File: src/rtl/dma_seq_pkg.sv
package dma_seq_pkg;

    typedef enum logic [1:0] {
        XM_SINGLE     = 2'b00,
        XM_BURST      = 2'b01,
        XM_SINGLE_RPT = 2'b10,
        XM_BURST_RPT  = 2'b11
    } xfer_mode_e;

    typedef enum logic [1:0] {
        SQ_IDLE = 2'd0,
        SQ_REQ  = 2'd1,
        SQ_GAP  = 2'd2
    } seq_state_e;

    typedef struct packed {
        logic       armed;
        logic       pending;
        seq_state_e st;
    } seq_ctx_t;

    localparam seq_ctx_t CTX_RESET = '{armed: 1'b0, pending: 1'b0, st: SQ_IDLE};

    function automatic logic mode_repeats(input logic [1:0] m);
        return m[1];
    endfunction

    function automatic logic mode_bursts(input logic [1:0] m);
        return m[0];
    endfunction

    function automatic logic reload_wanted(input logic [1:0] m, input logic rl);
        return m[1] | rl;
    endfunction

endpackage

File: src/rtl/dma_trig_select.sv
module dma_trig_select #(
    parameter int NUM_TRIG = 60,
    parameter int SEL_W    = 6
) (
    input  logic [NUM_TRIG-1:0] trig_lines,
    input  logic [SEL_W-1:0]    trig_sel,
    output logic                trig_hit
);
    always_comb begin
        trig_hit = 1'b0;
        for (int i = 0; i < NUM_TRIG; i++) begin
            if (trig_sel == SEL_W'(i)) trig_hit = trig_lines[i];
        end
    end
endmodule

File: src/rtl/dma_xfer_counter.sv
module dma_xfer_counter #(
    parameter int CNT_W = 16
) (
    input  logic             clk,
    input  logic             rst,
    input  logic             load,
    input  logic             dec,
    input  logic [CNT_W-1:0] count_in,
    output logic             last
);
    localparam logic [CNT_W-1:0] ONE = CNT_W'(1);

    logic [CNT_W-1:0] remain;
    logic [CNT_W-1:0] load_val;

    assign load_val = (count_in == '0) ? ONE : count_in;

    always_ff @(posedge clk) begin
        if (rst)                         remain <= '0;
        else if (load)                   remain <= load_val;
        else if (dec && remain != '0)    remain <= remain - ONE;
    end

    assign last = (remain == ONE);
endmodule

File: src/rtl/dma_seq_ctrl.sv
module dma_seq_ctrl
    import dma_seq_pkg::*;
(
    input  logic       clk,
    input  logic       rst,
    input  logic       chan_en,
    input  logic [1:0] xfer_mode,
    input  logic       reload_en,
    input  logic       trig_hit,
    input  logic       bus_done,
    input  logic       limit_err,
    input  logic       cnt_last,
    output logic       cnt_load,
    output logic       cnt_dec,
    output logic       xfer_req,
    output logic       done_irq,
    output logic       err_irq,
    output logic       reload_stb
);
    seq_ctx_t ctx, ctx_nx;
    logic     en_q;
    logic     arm_evt, accept, abort, complete, rl_act;

    assign arm_evt  = chan_en & ~en_q;
    assign accept   = chan_en & (ctx.st == SQ_REQ) & bus_done & ~limit_err;
    assign abort    = chan_en & (ctx.st == SQ_REQ) & limit_err;
    assign complete = accept & cnt_last;
    assign rl_act   = reload_wanted(xfer_mode, reload_en);

    assign cnt_load = arm_evt | (complete & rl_act);
    assign cnt_dec  = accept;
    assign xfer_req = (ctx.st == SQ_REQ);

    always_comb begin
        ctx_nx = ctx;
        if (!chan_en) begin
            ctx_nx = CTX_RESET;
        end else begin
            if (arm_evt) ctx_nx.armed = 1'b1;
            unique case (ctx.st)
                SQ_IDLE: begin
                    if (ctx.armed && (trig_hit || ctx.pending)) begin
                        ctx_nx.st      = SQ_REQ;
                        ctx_nx.pending = 1'b0;
                    end
                end
                SQ_REQ: begin
                    if (trig_hit) ctx_nx.pending = 1'b1;
                    if (abort) begin
                        ctx_nx = CTX_RESET;
                    end else if (accept) begin
                        if (complete) begin
                            ctx_nx.st = SQ_IDLE;
                            if (!mode_repeats(xfer_mode)) begin
                                ctx_nx.armed   = 1'b0;
                                ctx_nx.pending = 1'b0;
                            end
                        end else if (mode_bursts(xfer_mode)) begin
                            ctx_nx.st = SQ_GAP;
                        end else begin
                            ctx_nx.st = SQ_IDLE;
                        end
                    end
                end
                SQ_GAP: begin
                    if (trig_hit) ctx_nx.pending = 1'b1;
                    ctx_nx.st = SQ_REQ;
                end
                default: ctx_nx = CTX_RESET;
            endcase
        end
    end

    always_ff @(posedge clk) begin
        if (rst) begin
            ctx        <= CTX_RESET;
            en_q       <= 1'b0;
            done_irq   <= 1'b0;
            err_irq    <= 1'b0;
            reload_stb <= 1'b0;
        end else begin
            ctx        <= ctx_nx;
            en_q       <= chan_en;
            done_irq   <= complete;
            err_irq    <= abort;
            reload_stb <= complete & rl_act;
        end
    end
endmodule

File: src/rtl/dma_xfer_seq.sv
module dma_xfer_seq #(
    parameter int NUM_TRIG = 60,
    parameter int CNT_W    = 16,
    localparam int SEL_W   = (NUM_TRIG > 1) ? $clog2(NUM_TRIG) : 1
) (
    input  logic                clk,
    input  logic                rst,
    input  logic                chan_en,
    input  logic [1:0]          xfer_mode,
    input  logic [SEL_W-1:0]    trig_sel,
    input  logic [NUM_TRIG-1:0] trig_lines,
    input  logic [CNT_W-1:0]    xfer_count,
    input  logic                reload_en,
    input  logic                bus_done,
    input  logic                limit_err,
    output logic                xfer_req,
    output logic                reload_stb,
    output logic                done_irq,
    output logic                err_irq
);
    logic trig_hit, cnt_load, cnt_dec, cnt_last;

    dma_trig_select #(.NUM_TRIG(NUM_TRIG), .SEL_W(SEL_W)) sel_i (
        .trig_lines(trig_lines),
        .trig_sel  (trig_sel),
        .trig_hit  (trig_hit)
    );

    dma_xfer_counter #(.CNT_W(CNT_W)) cnt_i (
        .clk     (clk),
        .rst     (rst),
        .load    (cnt_load),
        .dec     (cnt_dec),
        .count_in(xfer_count),
        .last    (cnt_last)
    );

    dma_seq_ctrl ctrl_i (
        .clk       (clk),
        .rst       (rst),
        .chan_en   (chan_en),
        .xfer_mode (xfer_mode),
        .reload_en (reload_en),
        .trig_hit  (trig_hit),
        .bus_done  (bus_done),
        .limit_err (limit_err),
        .cnt_last  (cnt_last),
        .cnt_load  (cnt_load),
        .cnt_dec   (cnt_dec),
        .xfer_req  (xfer_req),
        .done_irq  (done_irq),
        .err_irq   (err_irq),
        .reload_stb(reload_stb)
    );
endmodule

File: config.mk
export PLATFORM = sky130hd
export DESIGN_NAME = dma_xfer_seq
export DESIGN_NICKNAME = d
export VERILOG_FILES = /design/src/rtl/dma_seq_pkg.sv /design/src/rtl/dma_trig_select.sv /design/src/rtl/dma_xfer_counter.sv /design/src/rtl/dma_seq_ctrl.sv /design/src/rtl/dma_xfer_seq.sv
export SDC_FILE = /design/constraint.sdc
export NUM_CORES = 1
export LEC_CHECK = 0
export BUFFER_PORTS_ARGS = -buffer_cell sky130_fd_sc_hd__buf_4
export CAP_MARGIN = 15
export CORE_AREA = 2 2 102 104
export DETAILED_ROUTE_END_ITERATION = 8
export DIE_AREA = 0 0 104 106
export GPL_ROUTABILITY_DRIVEN = 0
export PLACE_DENSITY = 0.49
export REMOVE_ABC_BUFFERS = 1
export SETUP_SLACK_MARGIN = 0.2
export SYNTH_ARGS = -nofsm -noshare
export SYNTH_HDL_FRONTEND = slang
export SYNTH_SLANG_ARGS = --single-unit
File: constraint.sdc
create_clock -name clk -period 6.2 [get_ports clk]
set_clock_uncertainty 0.15 [all_clocks]
set_input_delay 0.31 -clock clk [delete_from_list [all_inputs] [get_ports clk]]
set_output_delay 0.31 -clock clk [all_outputs]
set_load 0.01 [all_outputs]
# After elaboration in Yosys (flattened, before gate mapping)
# Cells that the tools add are included.
[classes]
eq_ne = 64
n_addsub = 1
reduce_logical = 11
bitwise = 12
muxes = 74
[op_table]
columns = ["cell", "count"]
rows = [
  ["$eq 6x6->1 const B", 28],
  ["$eq 6x5->1 const B", 16],
  ["$mux 1", 62],
  ["$eq 6x4->1 const B", 8],
  ["$mux 16", 3],
  ["$eq 6x3->1 const B", 4],
  ["$eq 16x1->1 const B", 1],
  ["$logic_not 16->1", 1],
  ["$reduce_bool 16->1", 1],
  ["$sub 16x1->16 const B", 1],
  ["$eq 6x2->1 const B", 2],
  ["$pmux 3 s3", 1],
  ["$mux 2", 4],
  ["$mux 4", 2],
  ["$and 1x1->1", 7],
  ["$eq 6x1->1 const B", 1],
  ["$logic_not 6->1", 1],
  ["$reduce_or 2->1", 2],
  ["$mux 3", 1],
  ["$ne 3x1->1 const B", 1],
  ["$not 1->1", 3],
  ["$eq 2x1->1 const B", 1],
  ["$eq 2x2->1 const B", 1],
  ["$logic_and 1x1->1", 2],
  ["other kinds (7)", 8],
]
[word_totals]
in_bits = 90
register_bits = 24
wordCells = 170

# Longest topological paths before layout
[logic_depth]
depth_word = 67
mapped_depth = 10

# Hierarchy
# A second synthesis with hierarchy kept.
[hier_totals]
hier_cells = 334
area_unflattened_um2 = 2539.9
[by_module_without_submodules]
columns = ["mod", "area_per_inst_um2", "instances", "cells_each"]
rows = [
  ["dma_trig_select", 1142.3, 1, 167],
  ["dma_xfer_counter", 1066.0, 1, 132],
  ["dma_seq_ctrl", 331.6, 1, 35],
]

# Worst setup path before layout
# OpenSTA, ideal clock, no wires.
[synth_timing]
kind = "register -> register"
from = "register cnt_i.remain[8]"
to = "register cnt_i.remain[0]"
arrival_ps = 1851
path_slack_ps = 4056
stages_incl_launch_ff = 8
synth_period_minus_slack_ps = 2144
n_path_buf = 0
setup_ps = 143
cell_sequence = "dfxtp_1 > or4_4 > nor4_4 > nand4_1 > nor2_1 > a21oi_2 > a311oi_2 > a211oi_2"
[synth_between]
elab_chain_len = 5
word_cells_on_any_way = 8
classes_between = "eq/ne (1); mux (1); bitwise (3); reduce/logical (3)"
[synth_rtl]
columns = ["element", "line", "rtl"]
rows = [
  ["start, declared", "dma_xfer_counter.sv:13", "logic [CNT_W-1:0] remain;"],
  ["start signal, assigned", "dma_xfer_counter.sv:20", "else if (load) remain <= load_val;"],
  ["start signal, assigned", "dma_xfer_counter.sv:21", "else if (dec && remain != '0) remain <= remain - ONE;"],
  ["$eq 16x1->1", "dma_xfer_counter.sv:24", "assign last = (remain == ONE);"],
  ["$and 1x1->1", "dma_seq_ctrl.sv:27", "assign complete = accept & cnt_last;"],
  ["$and 1x1->1", "dma_seq_ctrl.sv:30", "assign cnt_load = arm_evt | (complete & rl_act);"],
  ["$or 1x1->1", "dma_seq_ctrl.sv:30", ""],
  ["$mux 16 / $reduce_bool 2->1 (equally long branches)", "-", ""],
]
# Several ways; a longest one is shown, not always the timed one.
# A chain may end at the register's enable or synchronous reset.

# Worst setup path in the final report
[layout_timing]
from = "register cnt_i.remain[5]"
to = "register cnt_i.remain[0]"
# The elaborated chain is that of the path after synthesis.

==> impl_metrics.json <==
{
  "p_switching_mw": 0.139,
  "synth_seq_cells": 24,
  "r2r_cells": 8,
  "drtPass1Iterations": 4,
  "synth_edf_count": 0,
  "synth-main-ff-cell": "dfxtp_1",
  "dp.cells": 508,
  "cts_tree": "built",
  "worstReg2RegStart": "cnt_i.remain[5]$_SDFFE_PP0P_",
  "drt-initial-drc-count": 90,
  "muxShareOfSynthArea": 0.0886,
  "fin_crit_ns": 2.60,
  "peakVddDrop_uv": 73.1,
  "tns_ns": 0,
  "synth-compound-area-share": 0.297,
  "drive_above_1_share": 0.343,
  "p_per_area_nw_per_um2": 136,
  "synth_fa_ha_area_frac": 0.0103,
  "numCtsBuffers": 3,
  "worst_path_max_delay_cell": "or4_4",
  "antenna_found_initial": 0,
  "crit_fanout": 30,
  "grt_pass1_wl_um": 12100,
  "ios": 94,
  "grtUsageTotal": 0.130,
  "p_seq_frac": 0.393,
  "critPathArrivalTime_ns": 2.59,
  "die_area_um2": 11000,
  "final_cells": 512,
  "synth.area.top_cells": "dfxtp_1 (20%), mux2i_1 (7.0%), a211oi_2 (6.2%)",
  "syn-cell-area_um2": 2430,
  "power_mw": 0.440,
  "clock-sinks": 24,
  "ys_warn_count": 0,
  "power_leakage_nw": 1.27,
  "n_antenna_cell": 0,
  "fmax_mhz": 385,
  "hpwl_um": 5710,
  "die_h_um": 106,
  "slew_violations": 0,
  "grt_max_degree": 44,
  "avgSynthCellArea_um2": 8.18,
  "worstPathRequired_ns": 6.20,
  "wire_per_inst_um": 14.4,
  "drc": 0,
  "die_width_um": 104,
  "cts_max_path_buffers": 2,
  "worst_pin_slew_ns": 0.599,
  "ctsRootBufferMaster": "clkbuf_8",
  "cap_viol_max_count": 0,
  "synth_top_area_cell": "dfxtp_1",
  "critPathCaptureType": "flop",
  "final-setup-viol-count": 0,
  "num_vias": 2520,
  "row_count": 37,
  "finish.utilization": 0.323,
  "drt-total-wl_um": 7380,
  "grt_overflow": 0,
  "slowest_delay_ns": 0.57,
  "grt_pass1_vias": 2505,
  "ant_nets": 0,
  "p_comb_frac": 0.359,
  "p_clk_frac": 0.248,
  "crit_type": "flop to flop",
  "r2r_end": "cnt_i.remain[0]$_SDFFE_PP0P_",
  "p_int_mw": 0.301,
  "nets": 469,
  "hold_depth": 3,
  "ctsResizeCount": 0,
  "hold_end": "ctrl_i.ctx[1]$_SDFFE_PP0P_",
  "ys_async_sr_fraction": 0,
  "clk_pin_slew_ns": 0.09,
  "worstPathCellList": "or4_4, nor4_1, nand4_1, nor2_1, a21oi_2, buf_4, a311oi_2, a211oi_2",
  "p_sw_frac": 0.316,
  "core-area_um2": 10000,
  "start_kind": "flop",
  "cts-htree-levels": 1,
  "start_util": 0.243,
  "synth_top_family_by_area": "simple AND/OR/NAND/NOR gates",
  "min_path_type": "primary input to flop",
  "port_buffers": 93,
  "rsz0062_at_grt": "false",
  "syn_inst": 297,
  "rrSetupSlack_ns": 3.60,
  "areaGrowthSynthToFinish_pct": 32.9,
  "synth_top_cell_area_share": 0.198,
  "synth_cell_types": 64,
  "hold_buffers": 0,
  "report.final.hold_viol_count": 0,
  "yosysSeqAreaShare": 0.198,
  "hold_start": "xfer_mode[0]",
  "synth_simple_gate_area_frac": 0.300,
  "fin_crit_sh": 0.419,
  "slew_headroom": 0.597,
  "synth_xor_area_frac": 0.0433,
  "status": "finished, final reports clean",
  "vias_per_cell": 4.92,
  "post_cts_buffers": 0,
  "clk_latency_ns": 0.27
}
power groups by stage:
| stage | registers [mW] | clock network [mW] | logic (mW) |
|---|---|---|---|
| 2_1_floorplan | 0.174 | 0 | 0.0789 |
| 3_3_place_gp | 0.176 | 0 | 0.158 |
| 3_5_place_dp | 0.177 | 0 | 0.159 |
| 4_1_cts | 0.173 | 0.113 | 0.160 |
| 5_1_grt | 0.175 | 0.119 | 0.174 |
| 6_report | 0.173 | 0.109 | 0.158 |
metrics by stage:
step                setup slack (ns)  hold WS [ns]  area (um2)
floorplan                       3.70         0.225        2300
global route                    3.41         0.143        3230
global placement                3.58         0.284        3170
CTS                             3.58         0.124        3230
detailed placement              3.52         0.284        3170
finish                          3.60         0.129        3230
routing by layer:
metal | GRT usage | routed length, um | vias to the layer above
li1 | - | - | 1294
met2 | 0.226 | 3530 | 78
met3 | 0.0245 | 463 | 4
met5 | 0 | 0 | -
met1 | 0.168 | 3310 | 1144
met4 | 0.0290 | 67 | 0
Yosys cell counts (3+ instances only):
cell type,number
nand4_1,3
nor3_1,9
nor4_1,8
a211oi_1,7
nor3b_1,3
a21oi_1,11
xor2_1,4
a211oi_2,12
a22oi_1,4
buf_6,6
nand3b_1,6
or3b_1,3
dfxtp_1,24
a31oi_1,4
nand2_1,18
o211ai_1,9
nand3_1,7
mux2i_1,17
nor2b_1,9
nand2b_1,6
inv_1,5
nor2_1,32
a311oi_2,4
o21bai_1,3
buf_2,9
a21o_1,3
o21ai_0,13
xnor2_1,8
final cells by class:
cell class | instances | area, um2
clock buffers | 4 | 55.1
fillers | 1107 | 6770
inverters | 6 | 22.5
well taps | 136 | 170
multi-input cells | 248 | 1790
repair buffers | 94 | 706
flip-flops and latches | 24 | 480
sequential cells by signal, summed over array words and instances (netlist names):
register and count:
cnt_i.remain 16, ctrl_i.ctx 4, ctrl_i.done_irq 1, ctrl_i.en_q 1, ctrl_i.err_irq 1, ctrl_i.reload_stb 1
layout by cell type (no fill, tap or decap), types with 3 or more instances in the layout:
master / synthesis / final
nand2_1: 18 / 18
nand3b_1: 6 / 6
nor4_1: 8 / 8
a31oi_1: 4 / 4
xnor2_1: 8 / 8
inv_1: 5 / 5
a211oi_1: 7 / 7
xor2_1: 4 / 4
nand4_1: 3 / 3
o21bai_1: 3 / 3
a22oi_1: 4 / 4
nand3_1: 7 / 7
o21ai_0: 13 / 13
nor3b_1: 3 / 3
mux2i_1: 17 / 17
o211ai_1: 9 / 9
nor3_1: 9 / 9
nand2b_1: 6 / 6
a21oi_1: 11 / 11
a311oi_2: 4 / 4
nor2b_1: 9 / 9
buf_4: 1 / 94
dfxtp_1: 24 / 24
nor2_1: 32 / 32
a211oi_2: 12 / 12
clkbuf_8: 0 / 4
a21o_1: 3 / 3
or3b_1: 3 / 3
logic make-up after synthesis:
| family | Yosys count |
|---|---|
| AOI/OAI and AO/OA | 88 |
| and+or+nand+nor | 126 |
| buffers and inverters | 25 |
| muxes | 20 |
| adders and majority gates | 2 |
| xor gates and xnor gates | 12 |
| DFF | 24 |
worst max-delay path by stage:
stage | start | endpoint | slack, ns | cells after the start
floorplan | ctrl_i.ctx[1]$_SDFFE_PP0P_ | cnt_i.remain[10]$_SDFFE_PP0P_ | 3.70 | 7
CTS | cnt_i.remain[5]$_SDFFE_PP0P_ | cnt_i.remain[0]$_SDFFE_PP0P_ | 3.58 | 8
global placement | trig_sel[0] | ctrl_i.ctx[2]$_SDFFE_PP0P_ | 3.58 | 7
global route | cnt_i.remain[8]$_SDFFE_PP0P_ | cnt_i.remain[0]$_SDFFE_PP0P_ | 3.41 | 8
finish | cnt_i.remain[5]$_SDFFE_PP0P_ | cnt_i.remain[0]$_SDFFE_PP0P_ | 3.60 | 8
detailed placement | trig_sel[0] | ctrl_i.ctx[2]$_SDFFE_PP0P_ | 3.52 | 7
critical path: cells and delay by family, from the launching register on:
| family | cells | cell delay (ns) |
|---|---|---|
| buffers and inverters | 1 | 0.25 |
| and+or+nand+nor | 4 | 1.27 |
| AOI/OAI and AO/OA | 3 | 0.43 |
| DFF | 1 | 0.35 |
No activity file was read; power rests on OpenSTA's default activity.
